**src/rtl/openrow_bank_pkg.sv**
```systemverilog
package openrow_bank_pkg;

   // Access class codes seen on the class output
   typedef enum logic [1:0] {
      ACC_NONE     = 2'b00,
      ACC_HIT      = 2'b01,
      ACC_EMPTY    = 2'b10,
      ACC_CONFLICT = 2'b11
   } acc_class_e;

endpackage

```
**src/rtl/bank_row_classifier.sv**
```systemverilog
module bank_row_classifier
   import openrow_bank_pkg::*;
#(
   parameter int ROW_W   = 12,
   parameter int CNT_W   = 5,
   parameter int L_HIT   = 2,
   parameter int L_EMPTY = 4,
   parameter int L_CONF  = 6
) (
   input  logic             open_vld,
   input  logic [ROW_W-1:0] open_row,
   input  logic [ROW_W-1:0] req_row,
   output acc_class_e       cls,
   output logic [CNT_W-1:0] lat
);

   localparam logic [CNT_W-1:0] LAT_H = CNT_W'(L_HIT);
   localparam logic [CNT_W-1:0] LAT_E = CNT_W'(L_EMPTY);
   localparam logic [CNT_W-1:0] LAT_C = CNT_W'(L_CONF);

   always_comb begin
      if (!open_vld) begin
         cls = ACC_EMPTY;
         lat = LAT_E;
      end else if (open_row == req_row) begin
         cls = ACC_HIT;
         lat = LAT_H;
      end else begin
         cls = ACC_CONFLICT;
         lat = LAT_C;
      end
   end

endmodule

```
**src/rtl/bank_sequencer.sv**
```systemverilog
module bank_sequencer
   import openrow_bank_pkg::*;
#(
   parameter int CNT_W   = 5,
   parameter int BURST   = 8,
   parameter int L_HIT   = 2,
   parameter int L_EMPTY = 4
) (
   input  logic             clk,
   input  logic             rst,
   input  logic             accept,
   input  acc_class_e       cls_in,
   input  logic [CNT_W-1:0] lat_in,
   output logic             busy,
   output acc_class_e       cls,
   output logic             ras,
   output logic             cas,
   output logic             wb,
   output logic             dvalid
);

   // Row strobe leads the column strobe by the empty-minus-hit gap
   localparam logic [CNT_W-1:0] ACT_LEAD   = CNT_W'(L_EMPTY - L_HIT + 1);
   localparam logic [CNT_W-1:0] CAS_LEAD   = CNT_W'(1);
   localparam logic [CNT_W-1:0] BURST_TAIL = CNT_W'(BURST - 1);
   localparam logic [CNT_W-1:0] WB_AT      = CNT_W'(1);

   logic [CNT_W-1:0] cyc_q;
   logic [CNT_W-1:0] lat_q;
   logic             last;

   assign last = busy && (cyc_q == lat_q + BURST_TAIL);

   always_ff @(posedge clk) begin
      if (rst) begin
         busy  <= 1'b0;
         cyc_q <= '0;
         lat_q <= '0;
         cls   <= ACC_NONE;
      end else if (accept) begin
         busy  <= 1'b1;
         cyc_q <= CNT_W'(1);
         lat_q <= lat_in;
         cls   <= cls_in;
      end else if (last) begin
         busy  <= 1'b0;
         cyc_q <= '0;
      end else if (busy) begin
         cyc_q <= cyc_q + CNT_W'(1);
      end
   end

   always_comb begin
      wb     = busy && (cls == ACC_CONFLICT) && (cyc_q == WB_AT);
      ras    = busy && (cls != ACC_HIT) && (cyc_q == lat_q - ACT_LEAD);
      cas    = busy && (cyc_q == lat_q - CAS_LEAD);
      dvalid = busy && (cyc_q >= lat_q);
   end

endmodule

```
**src/rtl/bank_row_store.sv**
```systemverilog
module bank_row_store #(
   parameter int ROW_W = 12,
   parameter int COL_W = 12,
   parameter int BURST = 8
) (
   input  logic                                clk,
   input  logic                                rst,
   input  logic                                activate,
   input  logic                                close,
   input  logic [ROW_W-1:0]                    act_row,
   input  logic [COL_W-$clog2(BURST)-1:0]      grp_sel,
   output logic                                open_vld,
   output logic [ROW_W-1:0]                    open_row,
   output logic [BURST-1:0]                    grp_bits
);

   localparam int ROW_BITS = 1 << COL_W;
   localparam int GROUPS   = ROW_BITS / BURST;

   logic [ROW_BITS-1:0] fill;
   logic [ROW_BITS-1:0] page_q;

   // Fixed cell pattern: each aligned group holds row plus group index
   for (genvar g = 0; g < GROUPS; g++) begin : g_fill
      assign fill[g*BURST +: BURST] = BURST'(act_row) + BURST'(g);
   end

   always_ff @(posedge clk) begin
      if (activate) begin
         page_q <= fill;
      end
   end

   always_ff @(posedge clk) begin
      if (rst) begin
         open_vld <= 1'b0;
         open_row <= '0;
      end else if (activate) begin
         open_vld <= 1'b1;
         open_row <= act_row;
      end else if (close) begin
         open_vld <= 1'b0;
      end
   end

   assign grp_bits = page_q[int'(grp_sel)*BURST +: BURST];

endmodule

```
**src/rtl/bank_serializer.sv**
```systemverilog
module bank_serializer #(
   parameter int BURST     = 8,
   parameter bit LSB_FIRST = 1'b1
) (
   input  logic             clk,
   input  logic             rst,
   input  logic             capture,
   input  logic             shift,
   input  logic [BURST-1:0] grp_in,
   output logic             bit_o
);

   logic [BURST-1:0] sh_q;

   if (LSB_FIRST) begin : g_lsb
      always_ff @(posedge clk) begin
         if (rst)          sh_q <= '0;
         else if (capture) sh_q <= grp_in;
         else if (shift)   sh_q <= sh_q >> 1;
      end
      assign bit_o = sh_q[0];
   end else begin : g_msb
      always_ff @(posedge clk) begin
         if (rst)          sh_q <= '0;
         else if (capture) sh_q <= grp_in;
         else if (shift)   sh_q <= sh_q << 1;
      end
      assign bit_o = sh_q[BURST-1];
   end

endmodule

```
**src/rtl/openrow_bank_ctrl.sv**
```systemverilog
module openrow_bank_ctrl
   import openrow_bank_pkg::*;
#(
   parameter int ROW_W     = 12,
   parameter int COL_W     = 12,
   parameter int BURST     = 8,
   parameter int L_HIT     = 2,
   parameter int L_EMPTY   = 4,
   parameter int L_CONF    = 6,
   parameter bit LSB_FIRST = 1'b1
) (
   input  logic                   clk,
   input  logic                   rst,
   input  logic                   req_valid,
   output logic                   req_ready,
   input  logic [ROW_W+COL_W-1:0] req_addr,
   output logic                   cmd_ras,
   output logic                   cmd_cas,
   output logic                   cmd_wb,
   output logic [ROW_W-1:0]       cmd_row,
   output logic [COL_W-1:0]       cmd_col,
   output logic                   dout_valid,
   output logic                   dout_bit,
   output logic [1:0]             acc_class
);

   localparam int ADDR_W = ROW_W + COL_W;
   localparam int GRP_W  = $clog2(BURST);
   localparam int SEL_W  = COL_W - GRP_W;
   localparam int CNT_W  = $clog2(L_CONF + BURST + 1);

   // Elaboration-time parameter checks
   if (L_HIT < 2) begin : g_bad_hit
      $error("L_HIT must be at least 2");
   end
   if (L_EMPTY <= L_HIT) begin : g_bad_empty
      $error("L_EMPTY must exceed L_HIT");
   end
   if (L_CONF <= L_EMPTY) begin : g_bad_conf
      $error("L_CONF must exceed L_EMPTY");
   end
   if ((1 << GRP_W) != BURST || GRP_W >= COL_W) begin : g_bad_burst
      $error("BURST must be a power of two narrower than a row");
   end

   logic             busy;
   logic             accept;
   logic [ROW_W-1:0] row_q;
   logic [COL_W-1:0] col_q;
   logic             open_vld;
   logic [ROW_W-1:0] open_row;
   acc_class_e       cls_next;
   acc_class_e       cls_cur;
   logic [CNT_W-1:0] lat_next;
   logic             ras;
   logic             cas;
   logic             wb;
   logic             dvalid;
   logic [BURST-1:0] grp_bits;
   logic             ser_bit;

   assign req_ready = !busy;
   assign accept    = req_valid && !busy;

   always_ff @(posedge clk) begin
      if (rst) begin
         row_q <= '0;
         col_q <= '0;
      end else if (accept) begin
         row_q <= req_addr[ADDR_W-1:COL_W];
         col_q <= req_addr[COL_W-1:0];
      end
   end

   bank_row_classifier #(
      .ROW_W(ROW_W), .CNT_W(CNT_W),
      .L_HIT(L_HIT), .L_EMPTY(L_EMPTY), .L_CONF(L_CONF)
   ) u_class (
      .open_vld (open_vld),
      .open_row (open_row),
      .req_row  (req_addr[ADDR_W-1:COL_W]),
      .cls      (cls_next),
      .lat      (lat_next)
   );

   bank_sequencer #(
      .CNT_W(CNT_W), .BURST(BURST), .L_HIT(L_HIT), .L_EMPTY(L_EMPTY)
   ) u_seq (
      .clk    (clk),
      .rst    (rst),
      .accept (accept),
      .cls_in (cls_next),
      .lat_in (lat_next),
      .busy   (busy),
      .cls    (cls_cur),
      .ras    (ras),
      .cas    (cas),
      .wb     (wb),
      .dvalid (dvalid)
   );

   bank_row_store #(
      .ROW_W(ROW_W), .COL_W(COL_W), .BURST(BURST)
   ) u_store (
      .clk      (clk),
      .rst      (rst),
      .activate (ras),
      .close    (wb),
      .act_row  (row_q),
      .grp_sel  (col_q[COL_W-1:GRP_W]),
      .open_vld (open_vld),
      .open_row (open_row),
      .grp_bits (grp_bits)
   );

   bank_serializer #(
      .BURST(BURST), .LSB_FIRST(LSB_FIRST)
   ) u_ser (
      .clk     (clk),
      .rst     (rst),
      .capture (cas),
      .shift   (dvalid),
      .grp_in  (grp_bits),
      .bit_o   (ser_bit)
   );

   assign cmd_ras    = ras;
   assign cmd_cas    = cas;
   assign cmd_wb     = wb;
   assign cmd_row    = wb ? open_row : (ras ? row_q : '0);
   assign cmd_col    = cas ? col_q : '0;
   assign dout_valid = dvalid;
   assign dout_bit   = dvalid & ser_bit;
   assign acc_class  = dvalid ? cls_cur : ACC_NONE;

   // Select width is fixed by COL_W and BURST together
   localparam int SEL_CHECK = SEL_W;
   if (SEL_CHECK < 1) begin : g_bad_sel
      $error("row must hold more than one group");
   end

endmodule

```
**config.mk**
```make
export PLATFORM = sky130hd
export DESIGN_NAME = openrow_bank_ctrl
export DESIGN_NICKNAME = d
export VERILOG_FILES = /design/src/rtl/openrow_bank_pkg.sv /design/src/rtl/bank_row_classifier.sv /design/src/rtl/bank_sequencer.sv /design/src/rtl/bank_row_store.sv /design/src/rtl/bank_serializer.sv /design/src/rtl/openrow_bank_ctrl.sv
export SDC_FILE = /design/constraint.sdc
export NUM_CORES = 1
export LEC_CHECK = 0
export BUFFER_PORTS_ARGS = -buffer_cell sky130_fd_sc_hd__buf_2
export CAP_MARGIN = 20
export CORE_UTILIZATION = 56
export CTS_BUF_LIST = sky130_fd_sc_hd__clkbuf_16
export DETAILED_ROUTE_END_ITERATION = 10
export GPL_TIMING_DRIVEN = 0
export PLACE_DENSITY = 0.72
export SLEW_MARGIN = 20
export SYNTH_ARGS = -nofsm -noshare
export SYNTH_HDL_FRONTEND = slang
export SYNTH_SLANG_ARGS = --single-unit
export TNS_END_PERCENT = 20
```
**constraint.sdc**
```tcl
create_clock -name clk -period 24.8 [get_ports clk]
set_clock_uncertainty 0.2 [all_clocks]
set_input_delay 6.2 -clock clk [delete_from_list [all_inputs] [get_ports clk]]
set_output_delay 6.2 -clock clk [all_outputs]
set_load 0.02 [all_outputs]
```
* Word-level counts from Yosys, hierarchy flattened *
Index checks and enable logic that the tools add are counted.
W data, S select, Z words.

storage, ports and cells
  memory bits (read-only) = 0
  memory bits (writable) = 0
  memories kept = 0
  output and inout bits = 32
  input bits = 27
  bits in registers = 4152
  word-level logic and storage cells = 311
  bits in latches = 0

cells by class
  bitwise logic cells = 1
  equality and inequality tests = 7
  div/mod/pow operators = 0
  multipliers = 0
  shift-type cells = 1
  order comparisons = 1
  multiplexer cells = 17
  reduce and logical (&&, ||, !) cells = 14
  $add $sub $neg = 259

operators by type and width
  operator               number
  $shiftx A4096 B13 Y8   1
  $add A8 B8 Y8 const B  128
  $add A8 B7 Y8 const B  64
  $add A8 B6 Y8 const B  32
  $add A8 B5 Y8 const B  16
  $add A8 B4 Y8 const B  8
  $mux W12               3
  $add A8 B3 Y8 const B  4
  $add A8 B2 Y8 const B  2
  $mux W8                2
  $eq A12 B12 Y1         1
  $eq A4 B4 Y1           3
  $add A8 B1 Y8 const B  1
  $logic_and A1 B1 Y1    8
  $mux W1                7
  $mux W2                3
  $reduce_bool A2 Y1     3
  $add A4 B1 Y4 const B  1
  $add A4 B3 Y4 const B  1
  $eq A4 B1 Y1 const B   1
  $ge A4 B4 Y1           1
  $mux W4                1
  $sub A4 B1 Y4 const B  1
  $sub A4 B2 Y4 const B  1
  7 further kinds        7

* Depth between registers and ports, before layout *
  depth in word-level cells = 5
  mapped depth = 11
  depth with buffers taken out = 9

* Hierarchy *
A second synthesis with hierarchy kept.

unflattened totals
  cells, all modules = 1986
  area total of the unflattened synthesis = 27433.8 sq um

modules (own cells, without submodules)
  module               cells an instance  instances  seq. area each (sq um)  area an instance (sq um)
  bank_row_store       1683               1          15574.9                 24693.7
  openrow_bank_ctrl    164                1          480.5                   1448.9
  bank_sequencer       81                 1          220.2                   747.0
  bank_serializer      35                 1          160.2                   369.1
  bank_row_classifier  23                 1          0.0                     175.2

* Least setup slack after synthesis *
No wires, ideal clock.

  path type = register -> output
  start point = reg u_seq.lat_q[2]
  end point = out cmd_row[0]
  buffers on the path = 1
  path slack = 1326 ps
  stages on the path, launching flop included = 9
  required time = 18400 ps
  arrival time = 17074 ps
  cell sequence = dfxtp_1 > inv_1 > ha_1 > nor3_1 > nand3_1 > inv_1 > clkbuf_1 > nand2_1 > o21ai_0

on the way
  cells in the longest elaborated chain, start to end = 5

RTL lines
  item                    line                      RTL
  from (decl)             bank_sequencer.sv:29      logic [CNT_W-1:0] lat_q;
  from (signal assigned)  bank_sequencer.sv:43      lat_q <= lat_in;
  $sub A4 B2 Y4           bank_sequencer.sv:55      ras = busy && (cls != ACC_HIT) && (cyc_q == lat_q - ACT_LEAD);
  $eq A4 B4 Y1            bank_sequencer.sv:55
  $logic_and A1 B1 Y1     bank_sequencer.sv:55
  named net cmd_ras       openrow_bank_ctrl.sv:17   output logic cmd_ras,
  $mux W12 (2 in series)  openrow_bank_ctrl.sv:130  assign cmd_row = wb ? open_row : (ras ? row_q : '0);
  to (decl)               openrow_bank_ctrl.sv:20   output logic [ROW_W-1:0] cmd_row,

The timed path passes the listed nets, and every way through them passes these cells.

* Worst setup path after layout *
  start point = reg u_seq.lat_q[2]
  end point = out cmd_row[2]

on the way
  cells in the longest elaborated chain, start to end = 5

RTL lines
  item                    line
  $sub A4 B2 Y4           bank_sequencer.sv:55
  $eq A4 B4 Y1            bank_sequencer.sv:55
  $logic_and A1 B1 Y1     bank_sequencer.sv:55
  $mux W12 (2 in series)  openrow_bank_ctrl.sv:130

No other way between the ends.

==> summary.txt <==
Outcome
  • Outcome: complete, no violations

Logic synthesis
  • Post-synth top cells: 510 x edfxtp_1, 261 x inv_1, 247 x nand2_1, 243 x xnor2_1, 137 x mux4_2
  • Area share of fa/ha/maj cells after synthesis: 1.54%
  • Post-Syn Area: 26,900 sq um
  • Yosys warning count: 0
  • Synth Area in XOR/XNOR: under 10%
  • Multiplexer share of the synthesized area: between 10% and 20%
  • #FFs+latches synth: approximately 560
  • Register area share after synthesis: about three fifths
  • Main area contributors after synthesis: edfxtp_1 57%, mux4_2 11%, xnor2_1 7.9%
  • Syn nets: ~2,000
  • Syn_area_per_cell: roughly 13 sq um
  • EDFF count, synth: 510
  • Main combinational cell family by area after synthesis: multiplexers
  • Netlist cell types: a little over 50
  • Top_reg_cell synth: edfxtp_1
  • Post-Synth Simple-Gate Area: approximately 5.4%
  • Most frequent cell after synthesis: edfxtp_1
  • Post-synthesis compound-gate area fraction: 4.93%
  • Area leader, netlist: edfxtp_1
  • Ys async rst share: 0%
  • Top cell type's share of synthesized area: 57.0%
  • Mapped Cells: roughly 2,000

Detailed routing
  • Antenna-violating nets left: 0
  • Wire per inst: between 20 and 30 um
  • Initial DRT Pass Iterations: 5
  • Final wirelength: around 74,000 um
  • Vias: around 17,000
  • Iteration-0 DRC Markers: about 2,400
  • Routed vias/inst: approximately 6.1
  • Post-route DRC: 0

Clocking
  • Worst skew pair latency: around 0.64 ns
  • Post-cts resize count: 0
  • Inserted Clock Buffers: 57
  • Root buffer cell: clkbuf_16
  • Post-CTS Hold Fix Bufs: 0
  • Post-CTS setup buffer count: 0
  • Clock transition at path regs: about 0.060 ns
  • CTS tree: yes
  • Clock Tree Buf Depth: 3
  • CTS H-tree depth: 2
  • CTS sink count: 562

STA
  • Fin Setup TNS: 0 ns
  • Final period utilization: about two fifths
  • Measured slew at the worst slew-check pin: 1.22 ns
  • Fin. max-slew vios: 0
  • Final Setup Violations: 0
  • RSZ-0062 raised after global routing: no
  • Slew Limit Headroom: 18.9%
  • Tmin final: 10.07 ns
  • Final WS setup: between 10 and 15 ns
  • FMAX: 99.3 MHz
  • Fin. Hold Viols: 0

Finish
  • Layout cells sized above 1: 14.9%
  • Util after Layout: 63.9%
  • Area occupied by multi-input gates: 8900 sq um
  • Area grow syn2layout: 11.6%
  • Filler cell count: about 3,400
  • Final net count: 2,183
  • FF/Latch Area: between 15,000 and 20,000 sq um
  • Diode count: 0
  • Design Area, Final: between 20,000 and 30,000 sq um

Worst setup path
  • Startpoint Class: flip-flop
  • Crit end category: primary output
  • Max FO, Critical Path: 45
  • Crit path DAT: between 3 and 4 ns
  • CP required: approximately 18 ns
  • Setup Crit Path Kind: flip-flop to primary output

Placement
  • Dpl ws: 15.36 ns
  • Placed inst area: 28,200 sq um
  • Final GP Congestion: 0.971
  • Port bufs: 58
  • Dpl hpwl: roughly 50,000 um

Global route
  • GRT overflow: 0
  • Initial antenna violation count: 1
  • Vias in the first global route: 16,687
  • GRT Total Usage: 30.4%
  • Largest net degree at the start of global routing: between 60 and 70
  • First-pass GRT wire length: ~110,000 um

Die
  • DIE AREA: 48,900 sq um
  • Num ports: 59
  • Core Region: about 47,000 sq um
  • Site Rows: 79
  • Die Y: 221 um
  • Starting density of the core: roughly 57%
  • Die Width: 221 um

Hold path
  • HP Class: flip-flop to flip-flop

Power
  • Leakage: around 11 nW
  • Max VDD drop: between 0.00005 and 0.00006 V
  • PD cells: ~71 nW/um^2

Run
  • MaxCap Viol Count: 0
-- path summary, 6_finish.rpt --
| kind | from | to | slack [ns] | cells past startpoint |
|---|---|---|---|---|
| worst max-delay path | u_seq.lat_q[2] | cmd_row[2] | 14.73 | 10 |
| worst min-delay path | row_q[8] | row_q[8] | 0.26 | 2 |
| worst max register to register | row_q[4] | u_store.page_q[3823] | 19.72 | 10 |
| worst min register to register | row_q[8] | row_q[8] | 0.26 | 2 |
-- cells in the final DEF, fill, tap and decap left out, types with 4 or more instances in the layout --
master	netlist	layout
clkinv_2	0	11
buf_4	9	9
inv_2	6	6
a21o_1	19	19
a211oi_1	15	15
a21oi_1	119	119
o2111ai_1	4	4
nand3_1	17	17
nor2_1	22	22
dfxtp_1	52	52
ha_1	33	33
nand2b_1	7	7
a21boi_0	4	4
o221ai_1	4	4
buf_6	5	7
mux2i_1	29	29
a22oi_1	8	8
clkinv_1	0	22
nand2_1	247	247
bufinv_16	0	5
a31oi_1	5	5
o21ai_0	34	34
xnor2_1	243	243
buf_2	8	67
nor2b_1	9	9
clkbuf_16	0	57
buf_16	0	4
nand4_1	9	9
clkbuf_1	76	75
edfxtp_1	510	510
and2_1	16	16
xor2_1	19	19
buf_12	2	8
mux4_2	137	137
inv_1	261	268
buf_1	32	31
-- flip-flops by register name (all words and copies together) (netlist names) --
signal            flops
u_seq.lat_q           2
row_q                12
u_store.page_q      510
u_store.open_vld      1
col_q                12
u_seq.busy            1
u_ser.sh_q            8
u_store.open_row     12
u_seq.cyc_q           4
-- layout make-up --
cell class	count	area share [%]
inverters	267	3.34
multi-input cells	1031	29.7
clock inverters	50	1.22
clock buffers	57	4.76
plain buffers	134	2.15
well taps	607	2.53
flip-flops and latches	562	54.5
repair buffers	70	1.81
-- metal layers --
| layer | global-route usage [%] | vias to the layer above | wire (um) |
|---|---|---|---|
| li1 | - | 7278 | - |
| met1 | 42.8 | 8436 | 28700 |
| met2 | 45.6 | 1101 | 32800 |
| met3 | 6.93 | 212 | 8590 |
| met4 | 13.5 | 0 | 3450 |
| met5 | 0 | - | 0 |
-- report_power, final --
part / internal, mW / switching [mW] / leakage (nW)
clock network: 0.469 / 0.366 / 0.907
logic: 0.0812 / 0.154 / 4.87
registers: 1.06 / 0.00488 / 5.12
total: 1.61 / 0.525 / 10.9
-- logic make-up after synthesis --
| logic type | count (synthesis) |
|---|---|
| AND/OR/NAND/NOR | 341 |
| flip-flops | 562 |
| buffers and inverters | 401 |
| multiplexers | 169 |
| adder cells (fa/ha/maj) | 33 |
| AO/OA/AOI/OAI | 226 |
| XOR/XNOR | 262 |
-- metrics by stage --
stage	cells	power [mW]	hold WS [ns]
final	2778	2.13	0.257
after global routing	2778	2.19	0.281
after CTS	2778	2.13	0.255
after detailed placement	2671	1.31	0.247
after global placement	2659	1.31	0.240
after floorplan	1994	1.23	0.206
-- critical path, cell delays in order, from the launching register on --
cell and delay [ns]:
dfxtp_1 0.36, inv_1 0.12, ha_1 0.33, nor3_1 0.18, nand3_1 0.21, inv_1 0.20
clkbuf_4 0.61, buf_16 0.32, nand2_1 0.11, o21ai_0 0.35, buf_2 0.24
(Power assumes the default switching activity.)
